## src/rtl/rw_beat_arbiter.sv

```systemverilog
module rw_beat_arbiter #(
  parameter int QOS_W = 4,
  parameter int CNT_W = 8
) (
  input  logic             clk_i,
  input  logic             rst_ni,
  input  logic             strict_wr_i,
  input  logic             wr_pend_i,
  input  logic             rd_pend_i,
  input  logic [QOS_W-1:0] wr_qos_i,
  input  logic [QOS_W-1:0] rd_qos_i,
  input  logic             wr_last_i,
  input  logic             rd_last_i,
  input  logic [CNT_W-1:0] wr_left_i,
  input  logic [CNT_W-1:0] rd_left_i,
  input  logic             hs_valid_i,
  input  logic             hs_ready_i,
  output logic             sel_wr_o
);

  logic sel_q, lock_q;
  logic pick, lock_d;

  wire both    = wr_pend_i & rd_pend_i;
  wire stalled = hs_valid_i & ~hs_ready_i;
  wire fired   = hs_valid_i & hs_ready_i;

  always_comb begin
    pick = sel_q;
    if (wr_pend_i ^ rd_pend_i)               pick = wr_pend_i;
    else if (both && strict_wr_i)            pick = 1'b1;
    else if (both) begin
      if (wr_qos_i > rd_qos_i)               pick = 1'b1;
      else if (rd_qos_i > wr_qos_i)          pick = 1'b0;
      else if (wr_last_i && !rd_last_i)      pick = 1'b1;
      else if (wr_left_i != '0)              pick = 1'b1;
      else if (rd_left_i != '0)              pick = 1'b0;
      else                                   pick = ~sel_q;
    end
  end

  assign sel_wr_o = lock_q ? sel_q : pick;
  assign lock_d   = lock_q ? ~fired : stalled;

  always_ff @(posedge clk_i or negedge rst_ni) begin
    if (!rst_ni) begin
      sel_q  <= 1'b0;
      lock_q <= 1'b0;
    end else begin
      sel_q  <= sel_wr_o;
      lock_q <= lock_d;
    end
  end

  logic past_ok_q;
  always_ff @(posedge clk_i or negedge rst_ni) begin
    if (!rst_ni) past_ok_q <= 1'b0;
    else         past_ok_q <= 1'b1;
  end


  lock_hold_chk: assert property (@(posedge clk_i) disable iff (!rst_ni)
    (past_ok_q && $past(hs_valid_i && !hs_ready_i)) |-> sel_wr_o == $past(sel_wr_o));


  lone_side_chk: assert property (@(posedge clk_i) disable iff (!rst_ni)
    (!lock_q && (wr_pend_i ^ rd_pend_i)) |-> sel_wr_o == wr_pend_i);


  strict_wr_chk: assert property (@(posedge clk_i) disable iff (!rst_ni)
    (!lock_q && strict_wr_i && wr_pend_i && rd_pend_i) |-> sel_wr_o);


  qos_win_chk: assert property (@(posedge clk_i) disable iff (!rst_ni)
    (!lock_q && !strict_wr_i && wr_pend_i && rd_pend_i && wr_qos_i != rd_qos_i)
      |-> sel_wr_o == (wr_qos_i > rd_qos_i));


  idle_keep_chk: assert property (@(posedge clk_i) disable iff (!rst_ni)
    (past_ok_q && !$past(lock_q) && !lock_q && !wr_pend_i && !rd_pend_i)
      |-> sel_wr_o == $past(sel_wr_o));

endmodule

```

## config.mk

```make
export PLATFORM = sky130hd
export DESIGN_NAME = rw_beat_arbiter
export DESIGN_NICKNAME = d
export VERILOG_FILES = /design/src/rtl/rw_beat_arbiter.sv
export SDC_FILE = /design/constraint.sdc
export NUM_CORES = 1
export LEC_CHECK = 0
export BUFFER_PORTS_ARGS = -buffer_cell sky130_fd_sc_hd__buf_2
export CORE_AREA = 5 5 42 44
export DETAILED_ROUTE_END_ITERATION = 7
export DIE_AREA = 0 0 47 49
export GPL_TIMING_DRIVEN = 0
export SLEW_MARGIN = 20
export SYNTH_ARGS = -nofsm -noshare
export SYNTH_HDL_FRONTEND = slang
export SYNTH_SLANG_ARGS = --single-unit
export TNS_END_PERCENT = 5
```

## constraint.sdc

```tcl
create_clock -name clk_i -period 2.3 [get_ports clk_i]
set_input_delay 0.115 -clock clk_i [delete_from_list [all_inputs] [get_ports clk_i]]
set_output_delay 0.115 -clock clk_i [all_outputs]
set_load 0.1 [all_outputs]
```

Yosys cells after proc, flatten, opt, wreduce, memory -nomap -nowiden

Index checks and enable logic that the tools add are counted.

Muxes and demuxes: 10
Magnitude comparators: 2
Bitwise operators: 7
Reductions and logical operators: 5

Operator list:

| operator           | count |
|---|---|
| 8-bit nonzero test | 2 |
| 1-bit 2-to-1 mux   | 10 |
| 4-bit > comparator | 2 |
| 1-bit bitwise AND  | 3 |
| 1-bit inverter     | 3 |
| 1-bit logical AND  | 2 |
| 1-bit zero test    | 1 |
| 1-bit bitwise XOR  | 1 |

Input bits: 33
Register bits: 2

Longest topological paths before layout

Gate-level depths: netlist of run 1.

Depth after elaboration: 10
Depth in mapped cells: 6

Worst setup path after synthesis of run 1

No wires, ideal clock.

Kind: input to register
Start point: input port wr_qos_i[2]
End point: register sel_q
Setup slack: -0.308 ns
Stages: 6
Library setup time: 0.287 ns
Required time: 2.013 ns
Arrival: 2.321 ns
Cells stage by stage: inv_1 ha_1 o21ai_0 a21oi_1 o211a_1 a21oi_1

Cells in the longest elaborated chain, start to end: 7
Elaborated cells on any way between the ends: 8
Classes of those cells: 2 x order compare; 6 x mux

RTL lines:

| item                   | RTL line | source |
|---|---|---|
| start: declaration     | 10       | `input logic [QOS_W-1:0] wr_qos_i,` |
| 4-bit > comparator     | 34       | `else if (rd_qos_i > wr_qos_i) pick = 1'b0;` |
| 1-bit 2-to-1 mux       | 34       |  |
| 1-bit 2-to-1 mux *     | 33       | `if (wr_qos_i > rd_qos_i) pick = 1'b1;` |
| 1-bit 2-to-1 mux *     | 32       | `else if (both) begin` |
| 1-bit 2-to-1 mux *     | 31       | `else if (both && strict_wr_i) pick = 1'b1;` |
| 1-bit 2-to-1 mux *     | 30       | `if (wr_pend_i ^ rd_pend_i) pick = wr_pend_i;` |
| 1-bit 2-to-1 mux *     | 42       | `assign sel_wr_o = lock_q ? sel_q : pick;` |
| net sel_wr_o           | 18       | `output logic sel_wr_o` |
| end signal: assignment | 50       | `sel_q <= sel_wr_o;` |
| end: declaration       | 21       | `logic sel_q, lock_q;` |

Mark *: on every way through the listed nets, which the timed path passes. The rest lies on a longest branch.

Final worst setup path of run 1

Start point: register sel_q
End point: output port sel_wr_o

Cells in the longest elaborated chain, start to end: 10

RTL lines:

| item               | RTL line | source |
|---|---|---|
| 1-bit inverter     | 38       | `else pick = ~sel_q;` |
| 1-bit 2-to-1 mux   | 37       | `else if (rd_left_i != '0) pick = 1'b0;` |
| 1-bit 2-to-1 mux   | 36       | `else if (wr_left_i != '0) pick = 1'b1;` |
| 1-bit 2-to-1 mux   | 35       | `else if (wr_last_i && !rd_last_i) pick = 1'b1;` |
| 1-bit 2-to-1 mux   | 34       |  |
| 1-bit 2-to-1 mux   | 33       |  |
| 1-bit 2-to-1 mux   | 32       |  |
| 1-bit 2-to-1 mux   | 31       |  |
| 1-bit 2-to-1 mux   | 30       |  |
| 1-bit 2-to-1 mux * | 42       |  |
| end: declaration   | 18       |  |

Mark *: on every way between the ends. The rest lies on a longest branch, timed or not.

==> results.json, run 1 <==
{
  "status": "completed",
  "grt_use_total_pct": 6.90,
  "yosysWarnings": 0,
  "slew_viol_final": 0,
  "hold_viol_final": 0,
  "vias": 375,
  "cpLargestDelayFamily": "buffers and inverters",
  "slew-limit-headroom_pct": 67.9,
  "dr.first_iter.drc_count": 1,
  "p_sw_mw": 0.0810,
  "p_int_mw": 0.137,
  "viasPerCell": 4.31,
  "grt_pass1_wl_um": 1120,
  "final_util_pct": 34.1,
  "num_antenna_cells": 0,
  "ant_nets": 0,
  "grt.overflow.total": 0,
  "p_leak_nw": 0.283,
  "skew_ns": 0.00232,
  "num_rows": 14,
  "maxCapViolCount": 0,
  "tns_ns": 0,
  "fmax_mhz": 593,
  "slowest_delay_ns": 0.44,
  "layout.nets": 111,
  "seq_power_share_pct": 20.6,
  "clk_latency_ns": 0.23,
  "layout-drive-gt1-share_pct": 52.1,
  "syn_avg_cell_area_um2": 7.54,
  "hpwl_um": 712,
  "clk_path_buf_depth": 2,
  "reg2reg_to": "sel_q",
  "final_common_cell": "buf_2",
  "cp_data_required_time_ns": 2.18,
  "path_class": "flop to output pin",
  "dieArea_mm2": 0.00230,
  "ys_ff_latch": 2,
  "start_kind": "flop",
  "ir_drop_v": 0.000302,
  "critPathCaptureType": "output pin",
  "io_pins": 34,
  "placed_area_um2": 445,
  "synth_nets": 72,
  "tightest_slew_ns": 0.484,
  "worst_r2r_path_depth": 3,
  "hp-class": "input pin to flop",
  "syn-instance-count": 34,
  "grt_max_degree": 5,
  "crit_fanout": 2,
  "initial_core_util_pct": 18.3,
  "fin_crit_ns": 1.69,
  "setup_viol": 0,
  "chipHeight_um": 49,
  "crit_path_top_delay_cell": "buf_2",
  "critPathBufInv": 1,
  "synth_cell_types": 16,
  "cts_buffers": 3,
  "grt_pass1_vias": 333,
  "wl_per_cell_um": 9.13,
  "stdcell_area_um2": 478,
  "area_delta_synth_final_pct": 86.3,
  "clkSlewWorstSetupHoldPaths_ns": 0.03,
  "postCtsSetupRepairBufs": 0,
  "period_share_pct": 73.3,
  "antenna_found_initial": 0,
  "cts_sinks": 2,
  "rrSetupSlack_ns": 1.31,
  "cts_max_level": 1,
  "hold_depth": 2,
  "comb_power_share_pct": 43.3,
  "drc": 0,
  "path_cells": "nor2_1 > nand3_1 > a31o_1 > a21oi_2 > buf_2",
  "power.density_mw_per_mm2": 456,
  "cts_root_buf": "clkbuf_4",
  "routabilityCongestion": 0.690,
  "critPathArrivalTime_ns": 1.57,
  "synth_area_um2": 256,
  "rsz0062_at_grt": "no",
  "synth_largest_area_cell": "ha_1",
  "cts_tree": "yes",
  "port_buffers": 33,
  "core_mm2": 0.00140,
  "min-delay-start": "hs_ready_i",
  "ys_top_cells_by_area": "ha_1, dfrtp_1, inv_1",
  "hold_slack_ns": 0.0599,
  "final_cell_mix": "buf_2, inv_1, nor2_1, ha_1",
  "synth_top_area_share_pct": 24.4,
  "synth-seq-area-share_pct": 19.5,
  "clkPwrFrac_pct": 36.1,
  "drt-total-wl_um": 794,
  "switching_share_pct": 37.2,
  "firstDrtPassIters": 4,
  "die_w_um": 47
}
## cell type report
cell class / count / area, um^2
fillers: 153 / 923
repair buffers: 34 / 175
clock buffers: 3 / 22.5
multi-input cells: 26 / 188
inverters: 6 / 22.5
well taps: 16 / 20.0
flip-flops and latches: 2 / 50.0
## power groups by stage
stage,clock [mW],combinational [mW],sequential [mW]
floorplan,0,0.0585,0.0443
global placement,0,0.0926,0.0454
detailed placement,0,0.0940,0.0455
CTS,0.0837,0.0956,0.0452
global route,0.0859,0.105,0.0455
finish,0.0787,0.0942,0.0449
## metrics by stage
stage / worst slack [ns] / total power [mW] / cells
6_report: 0.615 / 0.218 / 87
5_1_grt: 0.493 / 0.237 / 87
4_1_cts: 0.576 / 0.225 / 87
3_5_place_dp: 0.648 / 0.140 / 83
3_3_place_gp: 0.663 / 0.138 / 83
2_1_floorplan: 0.380 / 0.103 / 34
## what timing repair did
| item | 4_1_cts | 5_1_grt |
|---|---|---|
| hold buffers | 1 | 0 |
| hold endpoints to repair | 2 | 0 |
| gates resized for setup | 0 | 0 |
## cells by family (layout without fill, tap and decap cells)
family	Yosys count	in the layout	synth area share [%]
AO/OA/AOI/OAI	9	9	23.4
adder cells (fa/ha/maj)	5	5	24.4
buffers and inverters	6	43	8.78
flip-flops	2	2	19.5
AND/OR/NAND/NOR	12	12	23.9
## synthesized netlist by cell type
cell type / n
inv_1: 6
ha_1: 5
nor2_1: 5
a21oi_1: 4
dfrtp_1: 2
nor4_1: 2
a211oi_1: 1
a31o_1: 1
nand2b_1: 1
nand3_1: 1
nand4_1: 1
nor3_1: 1
o211a_1: 1
o21ai_0: 1
o32ai_1: 1
or4_1: 1
## worst max path at each step
| stage | from | to | slack, ns | cells after the start |
|---|---|---|---|---|
| after detailed placement | wr_qos_i[2] | sel_wr_o | 0.65 | 8 |
| after CTS | sel_q | sel_wr_o | 0.58 | 5 |
| final | sel_q | sel_wr_o | 0.61 | 5 |
| after floorplan | wr_qos_i[2] | sel_q | 0.38 | 6 |
| after global routing | sel_q | sel_wr_o | 0.49 | 5 |
| after global placement | wr_qos_i[2] | sel_wr_o | 0.66 | 8 |
## layer usage
layer	track usage, %	routed length [um]	up-vias
met5	0	0	-
met4	6.91	19	0
met3	1.48	106	2
met2	10.6	393	21
met1	7.03	275	153
li1	-	-	199
No activity file was read; power rests on OpenSTA's default activity.
==> run 2: changes to the inputs <==
Settings changed: ABC_AREA set to 1.
Clock period 2.3 ns to 1.4 ns, I/O delays scaled along.
==> run 2 against run 1 <==
Effect of this change:
- the run now ends with negative setup slack left
- clock power up 52%
- clock-buffer cell count unchanged
- worst setup slack worse by 0.65 ns
- utilization up 6.9 points
- cell count up 20%
- routed wire length up 6.9%
- clock skew about the same
- hold slack worse by 0.035 ns
- global-route usage up 1.4 points
- critical path type unchanged
- critical endpoint unchanged
- largest power group unchanged
==> results.json, run 2 <==
{
  "cts_max_level": 1,
  "async_flop_share_pct": 100,
  "ys_top_cells_by_area": "ha_1, nor2_1, dfrtp_1",
  "yosys.cell_count.top_type": "nor2_1",
  "viasPerCell": 4.18,
  "cts_sinks": 2,
  "synth_top_area_share_pct": 20.6,
  "antenna_found_initial": 0,
  "slew-limit-headroom_pct": 84.1,
  "skew_ns": 0.00243,
  "grt.overflow.total": 0,
  "crit_start": "sel_q",
  "ys.flop_type": "dfrtp_1",
  "power.density_mw_per_mm2": 734,
  "reg2reg_to": "sel_q",
  "seq_power_share_pct": 18.2,
  "routabilityCongestion": 0.632,
  "num_rows": 14,
  "final_util_pct": 41.0,
  "syn_avg_cell_area_um2": 6.20,
  "synth_largest_area_cell": "ha_1",
  "synth_cell_types": 12,
  "vias": 435,
  "cts_tree": "yes",
  "crit_fanout": 2,
  "fin_crit_ns": 1.43,
  "grt_pass1_vias": 388,
  "io_pins": 34,
  "drt-total-wl_um": 849,
  "syn-instance-count": 49,
  "grt_pass1_wl_um": 1410,
  "clkPwrFrac_pct": 28.5,
  "cts_root_buf": "clkbuf_4",
  "dr.first_iter.drc_count": 1,
  "synth_area_um2": 304,
  "critPathArrivalTime_ns": 1.36,
  "crit_end": "sel_wr_o",
  "setup_viol": 1,
  "p_sw_mw": 0.151,
  "cts_buffers": 3,
  "p_total_mw": 0.422,
  "clk_path_buf_depth": 2,
  "gr-max-usage-layer": "met2",
  "ir_drop_v": 0.000568,
  "period_share_pct": 102,
  "stdcell_area_um2": 574,
  "core_mm2": 0.00140,
  "hp-class": "input pin to flop",
  "slew_viol_final": 0,
  "rrSetupSlack_ns": 0.26,
  "use_met3_pct": 2.58,
  "worst_r2r_path_depth": 8,
  "critPathCaptureType": "output pin",
  "final_cell_mix": "buf_2, nor2_1, nand2_1",
  "wl_per_cell_um": 8.16,
  "switching_share_pct": 35.8,
  "path_class": "flop to output pin",
  "comb_power_share_pct": 53.4,
  "p_leak_nw": 0.317,
  "start_kind": "flop",
  "grt_use_total_pct": 8.31,
  "synthTopCellsByCount": "nor2_1, nand2_1, inv_1",
  "violations": "negative setup slack",
  "drc": 0,
  "ant_nets": 0,
  "rsz0062_at_grt": "yes",
  "placed_area_um2": 512,
  "met2_usage_pct": 12.7,
  "status": "finished with violations",
  "port_buffers": 33,
  "setup_ws_ns": -0.0333,
  "maxCapViolCount": 0,
  "fmax_mhz": 698,
  "hpwl_um": 765,
  "area_delta_synth_final_pct": 88.9,
  "final_common_cell": "buf_2",
  "layout.nets": 128,
  "synth_edf_count": 0,
  "clk_latency_ns": 0.22,
  "die_w_um": 47,
  "grt_max_degree": 4,
  "firstDrtPassIters": 2,
  "layout-drive-gt1-share_pct": 50.0,
  "hold_slack_ns": 0.0254,
  "synth_nets": 87,
  "synth-seq-area-share_pct": 16.5,
  "clkSlewWorstSetupHoldPaths_ns": 0.03,
  "crit-reg2reg-launch": "sel_q",
  "chipHeight_um": 49,
  "tightest_slew_ns": 0.238,
  "final.fill_count": 170,
  "yosysWarnings": 0,
  "p_int_mw": 0.271,
  "hold_viol_final": 0,
  "ys_ff_latch": 2,
  "grt.met1_usage_pct": 9.45,
  "cp_data_required_time_ns": 1.33,
  "initial_core_util_pct": 21.7,
  "dieArea_mm2": 0.00230,
  "num_antenna_cells": 0
}
-- run 2: changes by cell type after synthesis, sizes merged, moves of 2 or more --
cell,delta
nand2,+11
nor4,-2
nor2,+9
clkinv,+2
-- run 2: per-layer routing --
layer  part of all wire (%)  vias up
met2                     53       22
met4                      0        0
li1                       -      236
met3                     14        0
met1                     33      177
met5                      0        -
-- run 2: power by group through the flow --
stage | Sequential (mW) | Combinational (mW) | Clock [mW]
floorplan | 0.0766 | 0.119 | 0
global route | 0.0779 | 0.245 | 0.147
finish | 0.0766 | 0.225 | 0.120
detailed placement | 0.0789 | 0.180 | 0
global placement | 0.0782 | 0.176 | 0
CTS | 0.0770 | 0.227 | 0.126
-- run 2: worst min-delay path by stage --
stage,startpoint,end,slack [ns],depth (start not counted)
2_1_floorplan,rst_ni,asynchronous set/reset pin,-0.23,0
3_3_place_gp,rst_ni,asynchronous set/reset pin,-0.15,1
3_5_place_dp,rst_ni,sel_q,-0.14,1
4_1_cts,hs_ready_i,flop,0.02,2
5_1_grt,hs_ready_i,flop,0.008,2
6_report,hs_ready_i,flop,0.03,2
-- run 2: final cells by class --
| type | instances | area [um^2] | share of cell area, % |
|---|---|---|---|
| repair buffers | 36 | 205 | 35.7 |
| well taps | 16 | 20.0 | 3.49 |
| clock buffers | 3 | 22.5 | 3.92 |
| inverters | 8 | 30.0 | 5.23 |
| flip-flops and latches | 2 | 50.0 | 8.71 |
| multi-input cells | 39 | 246 | 42.9 |
-- run 2: cells by family (layout without fill, tap and decap cells) --
family	Yosys count	after routing	share of synthesized area (%)
AOI/OAI and AO/OA	6	6	13.2
DFF	2	2	16.5
and+or+nand+nor	28	28	39.9
buffers and inverters	8	47	9.88
adders and majority gates	5	5	20.6
-- run 2: critical path: stages (launching register included) --
cell and delay (ns):
dfrtp_1 0.40, nor3_4 0.11, nand2_1 0.06, nand2_1 0.06, nand2_1 0.05, nand2_1 0.06, nand2_2 0.06, a21oi_4 0.16
buf_12 0.19
-- run 2: per-stage QoR --
| step | setup WS, ns | TNS [ns] | cells |
|---|---|---|---|
| 6_report | -0.0333 | -0.0333 | 104 |
| 4_1_cts | -0.0439 | -0.0439 | 104 |
| 3_3_place_gp | -0.135 | -0.135 | 98 |
| 5_1_grt | -0.159 | -0.159 | 104 |
| 2_1_floorplan | -0.129 | -0.139 | 49 |
| 3_5_place_dp | -0.136 | -0.136 | 98 |
-- run 2: what timing repair did --
| item | 4_1_cts | 5_1_grt |
|---|---|---|
| hold endpoints to repair | 2 | 0 |
| hold buffers | 1 | 0 |
| gates resized for setup | 4 | 0 |
| pin swaps | 2 | 0 |
| endpoints found under the setup margin | 1 | 1 |
| buffers inserted | 2 | 0 |
==> run 3: changes to the inputs <==
Settings changed: MAX_ROUTING_LAYER set to met4.
==> run 3 against run 2 <==
Effect of this change:
- the run still ends with negative setup slack left
- global-route usage increased by 0.21 points
- fmax about the same
- register-to-register slack about the same
- utilization unchanged
- sequential cell count unchanged
- critical path type unchanged
- highest routed layer unchanged
==> results.json, run 3 (synthesis gave the netlist of run 2 again) <==
{
  "cts_buffers": 3,
  "critPathBufInv": 1,
  "num_rows": 14,
  "wl_per_cell_um": 8.16,
  "p_sw_mw": 0.151,
  "seq_power_share_pct": 18.2,
  "grt_pass1_wl_um": 1410,
  "io_pins": 34,
  "seq_area_um2": 50.0,
  "crit_fanout": 2,
  "placed_area_um2": 512,
  "final.fill_count": 170,
  "place_ws_ns": -0.136,
  "drt-total-wl_um": 849,
  "cts_sinks": 2,
  "multiInputGateArea_um2": 246,
  "final_cell_mix": "buf_2, nor2_1, nand2_1",
  "vias": 435,
  "p_leak_nw": 0.317,
  "maxCapViolCount": 0,
  "dr.first_iter.drc_count": 1,
  "grt_max_degree": 4,
  "clk_latency_ns": 0.22,
  "num_antenna_cells": 0,
  "hold_viol_final": 0,
  "cpMostUsedCell": "nand2_1",
  "cpLargestDelayFamily": "flip-flops",
  "setup_viol": 1,
  "port_buffers": 33,
  "rsz0062_at_grt": "yes",
  "grt_use_total_pct": 8.52,
  "fmax_mhz": 698,
  "path_class": "flop to output pin",
  "critPathCaptureType": "output pin",
  "hpwl_um": 765,
  "start_kind": "flop",
  "slew-limit-headroom_pct": 84.1,
  "layout-drive-gt1-share_pct": 50.0,
  "p_total_mw": 0.422,
  "grt.overflow.total": 0,
  "clkPwrFrac_pct": 28.5,
  "clk_path_buf_depth": 2,
  "setup_ws_ns": -0.0334,
  "area_delta_synth_final_pct": 88.9,
  "cts_root_buf": "clkbuf_4",
  "hp-class": "input pin to flop",
  "slowest_delay_ns": 0.40,
  "viasPerCell": 4.18,
  "cts_tree": "yes",
  "routabilityCongestion": 0.637,
  "final_common_cell": "buf_2",
  "firstDrtPassIters": 2,
  "cp_data_required_time_ns": 1.33,
  "stdcell_area_um2": 574,
  "comb_power_share_pct": 53.4,
  "crit_path_top_delay_cell": "dfrtp_1",
  "layout.nets": 128,
  "status": "finished with violations",
  "path_cells": "nor3_4 > nand2_1 > nand2_1 > nand2_1 > nand2_1 > nand2_2 > a21oi_4 > buf_12",
  "critPathArrivalTime_ns": 1.36,
  "tightest_slew_ns": 0.238,
  "antenna_found_initial": 0,
  "ant_nets": 0,
  "slew_viol_final": 0,
  "grt_pass1_vias": 388,
  "chipHeight_um": 49,
  "clkSlewWorstSetupHoldPaths_ns": 0.03,
  "die_w_um": 47,
  "initial_core_util_pct": 21.7,
  "ir_drop_v": 0.000568,
  "period_share_pct": 102,
  "switching_share_pct": 35.8,
  "dieArea_mm2": 0.00230,
  "core_mm2": 0.00140,
  "fin_crit_ns": 1.43,
  "drc": 0,
  "power.density_mw_per_mm2": 734,
  "cts_max_level": 1,
  "p_int_mw": 0.271,
  "violations": "negative setup slack",
  "skew_ns": 0.00243
}
run 3: cell counts in the layout (fill, tap and decap cells not counted):
Identical to the previous run, type by type.
run 3: per-stage QoR:
| step | instances | TNS (ns) | hold slack, ns | utilization [%] |
|---|---|---|---|---|
| after floorplan | 49 | -0.139 | -0.226 | - |
| after global placement | 98 | -0.135 | -0.145 | 36.5 |
| after detailed placement | 98 | -0.136 | -0.144 | 36.5 |
| after CTS | 104 | -0.0439 | 0.0167 | 41.0 |
| after global routing | 104 | -0.159 | 0.00759 | 41.0 |
| final | 104 | -0.0334 | 0.0253 | 41.0 |
run 3: worst paths after layout:
path	startpoint	endpoint	slack, ns	cells past startpoint
setup / recovery	sel_q	sel_wr_o	-0.03	8
min in group asynchronous	rst_ni	sel_q	0.19	2
max in group asynchronous	rst_ni	asynchronous set/reset pin	1.11	2
hold reg to reg	flop	flop	0.57	2
hold / removal	hs_ready_i	flop	0.03	2
setup reg to reg	sel_q	sel_q	0.26	8
run 3: what timing repair did:
action                     in CTS  in global routing
buffers inserted                2                  0
setup endpoints to repair       1                  1
hold endpoints to repair        2                  0
pin swaps                       2                  0
resized for setup               4                  0
hold buffers                    1                  0
run 3: power groups by stage:
stage	logic, mW	clock network (mW)	registers, mW
2_1_floorplan	0.119	0	0.0766
5_1_grt	0.245	0.147	0.0779
6_report	0.225	0.120	0.0766
3_5_place_dp	0.180	0	0.0789
4_1_cts	0.227	0.126	0.0770
3_3_place_gp	0.176	0	0.0782
run 3: metal layers:
metal / wire length [um] / vias up / GRT usage (%)
met5: 0 / - / -
met4: 0 / 0 / 5.53
met3: 113 / 0 / 2.21
met2: 446 / 22 / 12.7
met1: 289 / 177 / 9.67
li1: - / 236 / -
run 3: final cells by class:
| class | instances | share of cell area [%] |
|---|---|---|
| inverter | 8 | 5.23 |
| clock buffer | 3 | 3.92 |
| sequential | 2 | 8.71 |
| tap | 16 | 3.49 |
| timing repair buffer | 36 | 35.7 |
| multi-input combinational | 39 | 42.9 |
